## config.mk

```make
export PLATFORM = sky130hd
export DESIGN_NAME = dram_bank_seq
export DESIGN_NICKNAME = d
export VERILOG_FILES = /design/src/rtl/dram_seq_pkg.sv /design/src/rtl/dram_addr_map.sv /design/src/rtl/dram_bank_table.sv /design/src/rtl/dram_refresh_timer.sv /design/src/rtl/dram_bank_seq.sv
export SDC_FILE = /design/constraint.sdc
export NUM_CORES = 1
export LEC_CHECK = 0
export BUFFER_PORTS_ARGS = -buffer_cell sky130_fd_sc_hd__buf_2
export CAP_MARGIN = 20
export CORE_UTILIZATION = 45
export CTS_BUF_LIST = sky130_fd_sc_hd__clkbuf_8
export DETAILED_ROUTE_END_ITERATION = 8
export PLACE_DENSITY = 0.71
export SYNTH_ARGS = -nofsm -noshare
export SYNTH_HDL_FRONTEND = slang
export SYNTH_HIERARCHICAL = 1
export SYNTH_SLANG_ARGS = --single-unit
```

## constraint.sdc

```tcl
create_clock -name clk -period 2.9 [get_ports clk]
set_clock_uncertainty 0.1 [all_clocks]
set_input_delay 0.435 -clock clk [delete_from_list [all_inputs] [get_ports clk]]
set_output_delay 0.435 -clock clk [all_outputs]
set_load 0.02 [all_outputs]
```

## src/rtl/dram_seq_pkg.sv

```systemverilog
`timescale 1ns/1ps
package dram_seq_pkg;

    typedef enum logic [2:0] {
        CMD_NOP = 3'd0,
        CMD_ACT = 3'd1,
        CMD_RD  = 3'd2,
        CMD_WR  = 3'd3,
        CMD_PRE = 3'd4,
        CMD_REF = 3'd5
    } dram_cmd_e;

    typedef enum logic [2:0] {
        ST_IDLE,
        ST_PRE,
        ST_ACT,
        ST_XFER,
        ST_RPRE,
        ST_REF
    } seq_state_e;

    typedef enum logic [1:0] {
        PATH_HIT,
        PATH_EMPTY,
        PATH_CONFLICT
    } access_kind_e;

    function automatic access_kind_e classify(input logic bank_open, input logic same_row);
        if (!bank_open) return PATH_EMPTY;
        if (same_row)   return PATH_HIT;
        return PATH_CONFLICT;
    endfunction

endpackage

```

## src/rtl/dram_addr_map.sv

```systemverilog
`timescale 1ns/1ps
module dram_addr_map #(
    parameter int ROW_BITS   = 4,
    parameter int BANK_BITS  = 2,
    parameter int COL_BITS   = 4,
    parameter int INTERLEAVE = 1,
    localparam int ADDR_W    = ROW_BITS + BANK_BITS + COL_BITS
) (
    input  logic [ADDR_W-1:0]    addr,
    output logic [BANK_BITS-1:0] bank,
    output logic [ROW_BITS-1:0]  row,
    output logic [COL_BITS-1:0]  col
);
    assign col = addr[COL_BITS-1:0];

    generate
        if (INTERLEAVE != 0) begin : g_interleaved
            assign bank = addr[COL_BITS +: BANK_BITS];
            assign row  = addr[COL_BITS + BANK_BITS +: ROW_BITS];
        end else begin : g_contiguous
            assign row  = addr[COL_BITS +: ROW_BITS];
            assign bank = addr[COL_BITS + ROW_BITS +: BANK_BITS];
        end
    endgenerate
endmodule

```

## src/rtl/dram_bank_table.sv

```systemverilog
`timescale 1ns/1ps
module dram_bank_table #(
    parameter int NUM_BANKS = 4,
    parameter int ROW_BITS  = 4,
    parameter int CNT_W     = 16,
    localparam int BANK_BITS = $clog2(NUM_BANKS)
) (
    input  logic                          clk,
    input  logic                          rst,
    input  logic                          act_fire,
    input  logic                          pre_fire,
    input  logic                          ref_fire,
    input  logic [BANK_BITS-1:0]          sel,
    input  logic [ROW_BITS-1:0]           row_in,
    output logic [NUM_BANKS-1:0]          open_vld,
    output logic [NUM_BANKS*ROW_BITS-1:0] open_rows,
    output logic [NUM_BANKS*CNT_W-1:0]    act_cnt
);
    for (genvar b = 0; b < NUM_BANKS; b++) begin : g_bank
        logic                vld_q;
        logic [ROW_BITS-1:0] row_q;
        logic [CNT_W-1:0]    cnt_q;
        logic                picked;

        assign picked = (sel == BANK_BITS'(b));

        always_ff @(posedge clk) begin
            if (rst) begin
                vld_q <= 1'b0;
                row_q <= '0;
                cnt_q <= '0;
            end else if (act_fire && picked) begin
                vld_q <= 1'b1;
                row_q <= row_in;
                cnt_q <= cnt_q + 1'b1;
            end else if ((pre_fire && picked) || ref_fire) begin
                vld_q <= 1'b0;
            end
        end

        assign open_vld[b]                       = vld_q;
        assign open_rows[b*ROW_BITS +: ROW_BITS] = row_q;
        assign act_cnt[b*CNT_W +: CNT_W]         = cnt_q;
    end
endmodule

```

## src/rtl/dram_refresh_timer.sv

```systemverilog
`timescale 1ns/1ps
module dram_refresh_timer #(
    parameter int REF_INTERVAL = 64,
    localparam int TW = (REF_INTERVAL > 2) ? $clog2(REF_INTERVAL) : 1
) (
    input  logic clk,
    input  logic rst,
    input  logic served,
    output logic pending
);
    logic [TW-1:0] tick;
    logic          wrap;

    assign wrap = (tick == TW'(REF_INTERVAL - 1));

    always_ff @(posedge clk) begin
        if (rst) begin
            tick    <= '0;
            pending <= 1'b0;
        end else begin
            tick <= wrap ? '0 : tick + 1'b1;
            if (wrap)
                pending <= 1'b1;
            else if (served)
                pending <= 1'b0;
        end
    end
endmodule

```

## src/rtl/dram_bank_seq.sv

```systemverilog
`timescale 1ns/1ps
module dram_bank_seq
    import dram_seq_pkg::*;
#(
    parameter int NUM_BANKS    = 4,
    parameter int ROW_BITS     = 4,
    parameter int COL_BITS     = 4,
    parameter int DATA_W       = 8,
    parameter int INTERLEAVE   = 1,
    parameter int REF_INTERVAL = 64,
    parameter int CNT_W        = 16,
    localparam int BANK_BITS   = $clog2(NUM_BANKS),
    localparam int ADDR_W      = ROW_BITS + BANK_BITS + COL_BITS
) (
    input  logic                       clk,
    input  logic                       rst,
    input  logic                       req_valid,
    input  logic                       req_write,
    input  logic [ADDR_W-1:0]          req_addr,
    input  logic [DATA_W-1:0]          req_wdata,
    output logic                       req_ready,
    output logic                       cmd_valid,
    output logic [2:0]                 cmd_op,
    output logic [BANK_BITS-1:0]       cmd_bank,
    output logic [ROW_BITS-1:0]        cmd_row,
    output logic [COL_BITS-1:0]        cmd_col,
    output logic [DATA_W-1:0]          cmd_wdata,
    input  logic [DATA_W-1:0]          dram_rdata,
    output logic                       rd_valid,
    output logic [DATA_W-1:0]          rd_data,
    output logic [NUM_BANKS*CNT_W-1:0] act_count
);
    seq_state_e state, nxt;
    dram_cmd_e  op;
    access_kind_e kind;

    logic                 q_write;
    logic [BANK_BITS-1:0] q_bank;
    logic [ROW_BITS-1:0]  q_row;
    logic [COL_BITS-1:0]  q_col;
    logic [DATA_W-1:0]    q_wdata;

    logic [BANK_BITS-1:0] d_bank;
    logic [ROW_BITS-1:0]  d_row;
    logic [COL_BITS-1:0]  d_col;

    logic [NUM_BANKS-1:0]          open_vld;
    logic [NUM_BANKS*ROW_BITS-1:0] open_rows;
    logic [BANK_BITS-1:0]          low_bank;
    logic [NUM_BANKS-1:0]          low_oh;
    logic                          ref_pend;
    logic                          accept;

    dram_addr_map #(
        .ROW_BITS(ROW_BITS), .BANK_BITS(BANK_BITS),
        .COL_BITS(COL_BITS), .INTERLEAVE(INTERLEAVE)
    ) u_map (
        .addr(req_addr), .bank(d_bank), .row(d_row), .col(d_col)
    );

    dram_bank_table #(
        .NUM_BANKS(NUM_BANKS), .ROW_BITS(ROW_BITS), .CNT_W(CNT_W)
    ) u_table (
        .clk(clk), .rst(rst),
        .act_fire(op == CMD_ACT), .pre_fire(op == CMD_PRE), .ref_fire(op == CMD_REF),
        .sel(cmd_bank), .row_in(q_row),
        .open_vld(open_vld), .open_rows(open_rows), .act_cnt(act_count)
    );

    dram_refresh_timer #(.REF_INTERVAL(REF_INTERVAL)) u_timer (
        .clk(clk), .rst(rst), .served(op == CMD_REF), .pending(ref_pend)
    );

    assign req_ready = (state == ST_IDLE) && !ref_pend;
    assign accept    = req_valid && req_ready;
    assign kind      = classify(open_vld[d_bank],
                                open_rows[d_bank*ROW_BITS +: ROW_BITS] == d_row);

    // lowest-numbered open bank, closed first during refresh
    always_comb begin
        low_bank = '0;
        low_oh   = '0;
        for (int b = NUM_BANKS - 1; b >= 0; b--) begin
            if (open_vld[b]) begin
                low_bank = BANK_BITS'(b);
                low_oh   = NUM_BANKS'(1) << b;
            end
        end
    end

    always_comb begin
        nxt = state;
        unique case (state)
            ST_IDLE: begin
                if (ref_pend)
                    nxt = (|open_vld) ? ST_RPRE : ST_REF;
                else if (accept) begin
                    unique case (kind)
                        PATH_HIT:      nxt = ST_XFER;
                        PATH_EMPTY:    nxt = ST_ACT;
                        PATH_CONFLICT: nxt = ST_PRE;
                        default:       nxt = ST_ACT;
                    endcase
                end
            end
            ST_PRE:  nxt = ST_ACT;
            ST_ACT:  nxt = ST_XFER;
            ST_XFER: nxt = ST_IDLE;
            ST_RPRE: nxt = ((open_vld & ~low_oh) == '0) ? ST_REF : ST_RPRE;
            ST_REF:  nxt = ST_IDLE;
            default: nxt = ST_IDLE;
        endcase
    end

    always_comb begin
        op       = CMD_NOP;
        cmd_bank = q_bank;
        cmd_row  = q_row;
        cmd_col  = q_col;
        unique case (state)
            ST_PRE:  op = CMD_PRE;
            ST_ACT:  op = CMD_ACT;
            ST_XFER: op = q_write ? CMD_WR : CMD_RD;
            ST_RPRE: begin
                op       = CMD_PRE;
                cmd_bank = low_bank;
            end
            ST_REF:  op = CMD_REF;
            default: op = CMD_NOP;
        endcase
    end

    assign cmd_op    = op;
    assign cmd_valid = (state != ST_IDLE);
    assign cmd_wdata = q_wdata;
    assign rd_data   = dram_rdata;

    always_ff @(posedge clk) begin
        if (rst) begin
            state    <= ST_IDLE;
            q_write  <= 1'b0;
            q_bank   <= '0;
            q_row    <= '0;
            q_col    <= '0;
            q_wdata  <= '0;
            rd_valid <= 1'b0;
        end else begin
            state    <= nxt;
            rd_valid <= (op == CMD_RD);
            if (accept) begin
                q_write <= req_write;
                q_bank  <= d_bank;
                q_row   <= d_row;
                q_col   <= d_col;
                q_wdata <= req_wdata;
            end
        end
    end
endmodule

```

# Word level (Yosys, flattened, before mapping)
# Index checks and enable logic that the tools add are counted.
# W data, S select, Z words.
totals:
  register_bits: 114
  latch_bits: 0
  mem_bits_rw: 0
  rom_bits: 0
  in_bits: 30
  word_cells: 109
  memories: 0
classes:
  addsub: 5
  n_mul: 0
  n_div: 0
  n_lt_le_gt_ge: 1
  eq_ne: 16
  n_shift: 1
  mux: 35
  n_bitwise: 2
  n_reduce_logical: 28
ops:
  columns: ["operator", "count"]
  rows:
  - ["$add A16 B1 Y16 const B", 4]
  - ["$pmux W3 S4", 2]
  - ["$mux W2", 9]
  - ["$mux W1", 16]
  - ["$mux W4", 4]
  - ["$shiftx A16 B5 Y4", 1]
  - ["$eq A3 B3 Y1 const B", 4]
  - ["$logic_and A1 B1 Y1", 10]
  - ["$reduce_bool A2 Y1", 5]
  - ["$eq A3 B2 Y1 const B", 3]
  - ["$add A6 B1 Y6 const B", 1]
  - ["$eq A2 B2 Y1 const B", 3]
  - ["$eq A3 B1 Y1 const B", 2]
  - ["$eq A6 B6 Y1 const B", 1]
  - ["$mux W3", 2]
  - ["$and A4 B4 Y4", 1]
  - ["$eq A4 B4 Y1", 1]
  - ["$logic_not A2 Y1", 2]
  - ["$logic_not A4 Y1", 1]
  - ["$logic_or A1 B1 Y1", 4]
  - ["$not A4 Y4", 1]
  - ["$pmux W2 S2", 1]
  - ["$reduce_or A2 Y1", 2]
  - ["$reduce_or A4 Y1", 1]
  - ["7 further kinds", 7]

# Depth between registers and ports, before layout
logic_depth:
  word_depth: 11
  mapped_depth: 11
  mapped_depth_nobuf: 8

# Modules after synthesis
# Netlist, hierarchy kept.
by_module_without_submodules:
  columns: ["module", "n_inst", "cells_each", "area_each_um2", "seq_area_each_um2"]
  rows:
  - ["dram_bank_table", 1, 427, 3702.3, 1681.6]
  - ["dram_bank_seq", 1, 147, 1266.2, 460.4]
  - ["dram_refresh_timer", 1, 27, 267.8, 140.1]
  - ["dram_addr_map", 1, 10, 75.1, 0.0]

# Worst setup path after synthesis
# No wires, ideal clock.
synth_path:
  path_kind: "reg2reg"
  startpoint: "register state[0]"
  endpoint: "register u_table.g_bank[2].cnt_q[14]"
  arrival_ns: 3.413
  required_time_ns: 2.730
  setup_slack_ns: -0.683
  path_stages_with_launch: 10
  n_path_buf: 2
  period_less_slack_ns: 3.583
  path_cell_list: "dfxtp_1 > buf_2 > nor2_1 > nand2_1 > o41ai_1 > buf_4 > nand4b_4 > or2_1 > or4_1 > a21oi_1"
synth_between:
  elab_cells_between_ends: 11
  cone_classes: "eq/ne (7); mux (2); reduce/logical (2)"
synth_rtl:
  columns: ["element", "line", "text"]
  rows:
  - ["start, declared", "dram_bank_seq.sv:33", "seq_state_e state, nxt;"]
  - ["start signal, assigned", "dram_bank_seq.sv:148", "state <= nxt;"]
  - ["$eq A3 B3 Y1", "dram_bank_seq.sv:120", "unique case (state)"]
  - ["$mux W2", "dram_bank_seq.sv:120", null]
  - ["via cmd_bank[1]", "dram_bank_seq.sv:24", "output logic [BANK_BITS-1:0] cmd_bank,"]
  - ["$eq A2 B2 Y1", "dram_bank_table.sv:25", "assign picked = (sel == BANK_BITS'(b));"]
  - ["$logic_and A1 B1 Y1", "dram_bank_table.sv:32", "end else if (act_fire && picked) begin"]
  - ["end signal, assigned", "dram_bank_table.sv:35", "cnt_q <= cnt_q + 1'b1;"]
  - ["end, declared", "dram_bank_table.sv:22", "logic [CNT_W-1:0] cnt_q;"]
# The timed path passes the listed nets, and every way through them passes these cells.
# A chain may end at the register's enable or synchronous reset.

# Final worst setup path
layout_path:
  startpoint: "register state[2]"
  endpoint: "register u_table.g_bank[0].cnt_q[13]"
layout_between:
  elab_chain_cells: 5
  elab_cells_between_ends: 11
  cone_classes: "eq/ne (6); mux (2); reduce/logical (3)"
layout_lines:
  columns: ["element", "line", "text"]
  rows:
  - ["$eq A3 B3 Y1 or $eq A3 B1 Y1 (tied branches)", "dram_bank_seq.sv:120", null]
  - ["$reduce_or A2 Y1 (no line)", null, null]
  - ["$pmux W3 S4", "dram_bank_seq.sv:120", null]
  - ["$eq A3 B1 Y1", "dram_bank_seq.sv:65", ".act_fire(op == CMD_ACT), .pre_fire(op == CMD_PRE), .ref_fire(op == CMD_REF),"]
  - ["$logic_and A1 B1 Y1 (*)", "dram_bank_table.sv:32", null]
  - ["end signal, assigned", "dram_bank_table.sv:35", null]
  - ["end, declared", "dram_bank_table.sv:22", null]
# Every way passes the cells marked *; elsewhere a longest branch is shown, timed or not.

==> metrics <==
status=completed; worst hold path class=input pin to flip-flop; reg2reg start=state[2]$_SDFFE_PP0P_; htree depth=4; Final ANT Viol Nets=0; Synth async-reset ratio=0%; final total power=4.13 mW; post-route cell area=6220 sq um; crit path kind=flip-flop to flip-flop; floorplan die height=111 um; pwr/cell area=665 nW/um^2; Die X=111 um; Placement Setup Slack=0.169 ns; Hold Crit Start=req_addr[2]; maximum VDD drop=0.559 mV; crit path DAT=2.89 ns; placed cell area=5830 sq um; final core utilization=54.2%; largest net degree at the start of global routing=79; I/O pin total=126; DR WL/cell=13.8 um; worst-margin pin slew=0.484 ns; Synth Cell Area=5310 sq um; total number of vias=4559; post-cts sizing count=0; Post-synth top cells=dfxtp_1, nand2_1, a21oi_1, nor2_1, xnor2_1; count of buffers from port buffering=109; Total Die Area=12200 sq um; Syn Inst Count=611; FF-to-FF path depth=8; FMAX=0.374 GHz; Rel. slew slack=67.6%; # fillers=1087; clock sinks=114; register bit total from synthesis=114; total track usage=19.7%; TritonCTS clock tree=yes; number of cell rows=39; area growth from synthesis to layout=17.1%; Max Cap Viol=0; CP Launch Point=state[2]$_SDFFE_PP0P_; CP Max Fanout=13; leakage=2.56 nW; CP Data Required Time=3.11 ns; unrepaired setup endpoints after global routing=no; Post-DP HPWL=8380 um; Hold Violations, Final=0; vias in the first global route=4240; clk buf depth=2; share of cells above drive strength 1=27.0%; Setup crit start kind=flip-flop; Clock Latency Late Sink=0.42 ns; grt ovf=0; diode count=0; Final TNS setup=0 ns; post-synth top area share=43.0%; number of synthesized flops with an enable pin=0; YS warnings=6; Tcrit/Tclk final=92.2%; Core ar.=11500 sq um; Finished Layout Cells=858; Starting Density=46.3%; most frequent cell after synthesis=dfxtp_1; Setup crit end kind=flip-flop; Routed WL=11800 um; sequential area share after synthesis=43.0%; Yosys cell types=62; fin. max-slew vios=0; Initial DRC Count=277; Final Setup Violations=0; Residual DRC=0; final period demand of the worst path=2.67 ns; hold slack=0.151 ns; leading area contributor after synthesis=dfxtp_1; syn nets=646; Crit Reg-Reg Endpoint=u_table/g_bank[0].cnt_q[13]$_SDFFE_PP0P_; antenna violations before repair=0; largest cells by area after synthesis=dfxtp_1, nand2_1, a21oi_1; vias per cell=5.31; total CTS buffers=17; Root Driver=clkbuf_8; Mapped Avg Cell Area=8.69 sq um; hold depth=3; Top FF cell, synth=dfxtp_1; GPL Wtd Cong=0.818; nets=738; DRT Pass-1 Iters=4; first-pass GRT wire length=19800 um; Clock Pin Slew Worst Setup and Hold Paths=0.07 ns; worst setup margin=0.226 ns; FF-to-FF setup slack=0.23 ns; Placed Cells=824; Setup crit end=u_table/g_bank[0].cnt_q[13]$_SDFFE_PP0P_
==> routing by layer <==
metal	part of all wire, %	GRT usage [%]
met1	45	24.3
met2	48	32.7
met3	5.4	4.99
met4	2.0	8.27
met5	0	0
==> worst max-delay path, cell delays in order (launching register included) <==
cell	delay [ns]
dfxtp_1	0.48
nand2_1	0.21
nand2_1	0.16
o41ai_4	0.13
buf_4	0.21
or3b_4	0.49
nor4_4	0.32
nand4_1	0.14
mux2_1	0.32
==> cells by family after synthesis <==
family                   share of synthesized area, %
buffers and inverters                            6.90
flip-flops                                       43.0
multiplexers                                     2.52
adder cells (fa/ha/maj)                          1.37
AND/OR/NAND/NOR                                  27.4
XOR/XNOR                                         7.75
AO/OA/AOI/OAI                                    11.1
==> power by group <==
| part | internal, mW | total [mW] | switching [mW] |
|---|---|---|---|
| Combinational | 0.357 | 0.976 | 0.619 |
| Sequential | 1.67 | 1.78 | 0.106 |
| Clock | 0.765 | 1.38 | 0.617 |
| Total | 2.79 | 4.13 | 1.34 |
==> cell type report <==
type / instances / area [sq um] / share of cell area [%]
Inverter: 11 / 42.5 / 0.684
Clock inverter: 13 / 121 / 1.95
Clock buffer: 18 / 248 / 3.98
Multi-Input combinational cell: 437 / 2690 / 43.2
Tap cell: 143 / 179 / 2.88
Timing Repair Buffer: 122 / 658 / 10.6
Sequential cell: 114 / 2280 / 36.7
==> flip-flops by register name (all words and copies together) (netlist names), 2 cells and up <==
signal / flops
state: 3
u_table/g_bank.row_q: 16
u_timer/tick: 6
cmd_wdata: 8
cmd_row: 4
cmd_col: 4
u_table/g_bank.vld_q: 4
u_table/g_bank.cnt_q: 64
q_bank: 2
==> repair_timing <==
action | 4_1_cts | 5_1_grt
setup endpoints to repair | 0 | 1
buffers inserted | 0 | 3
hold buffers | 0 | 0
==> worst min-delay path by stage <==
| stage | endpoint | slack (ns) |
|---|---|---|
| finish | cmd_col[2]$_SDFFE_PP0P_ | 0.15 |
| global route | cmd_col[2]$_SDFFE_PP0P_ | 0.12 |
| CTS | cmd_col[2]$_SDFFE_PP0P_ | 0.12 |
| detailed placement | cmd_wdata[1]$_SDFFE_PP0P_ | 0.35 |
| global placement | cmd_wdata[1]$_SDFFE_PP0P_ | 0.34 |
| floorplan | rd_valid$_SDFF_PP0_ | 0.32 |
==> cells in the final DEF, fill, tap and decap left out, drive strengths merged, types with 2 or more instances in the layout <==
cell      instances
nand2b            3
or2               4
inv              12
or3              16
nor2             57
mux4              5
nor3              6
xnor2            27
buf             122
dfxtp           114
or4               5
nand4b            3
o31ai             4
and3              8
clkinvlp          2
nor2b             2
o21ai            20
nand3b            6
nand3            23
clkinv            8
xor2             20
and3b             2
clkbuf           18
and2              3
ha                5
bufinv            2
a21oi            68
and4              5
nand4            20
a31o              3
nand2           100
nor4              8
Power figures use the tool's default switching activity.
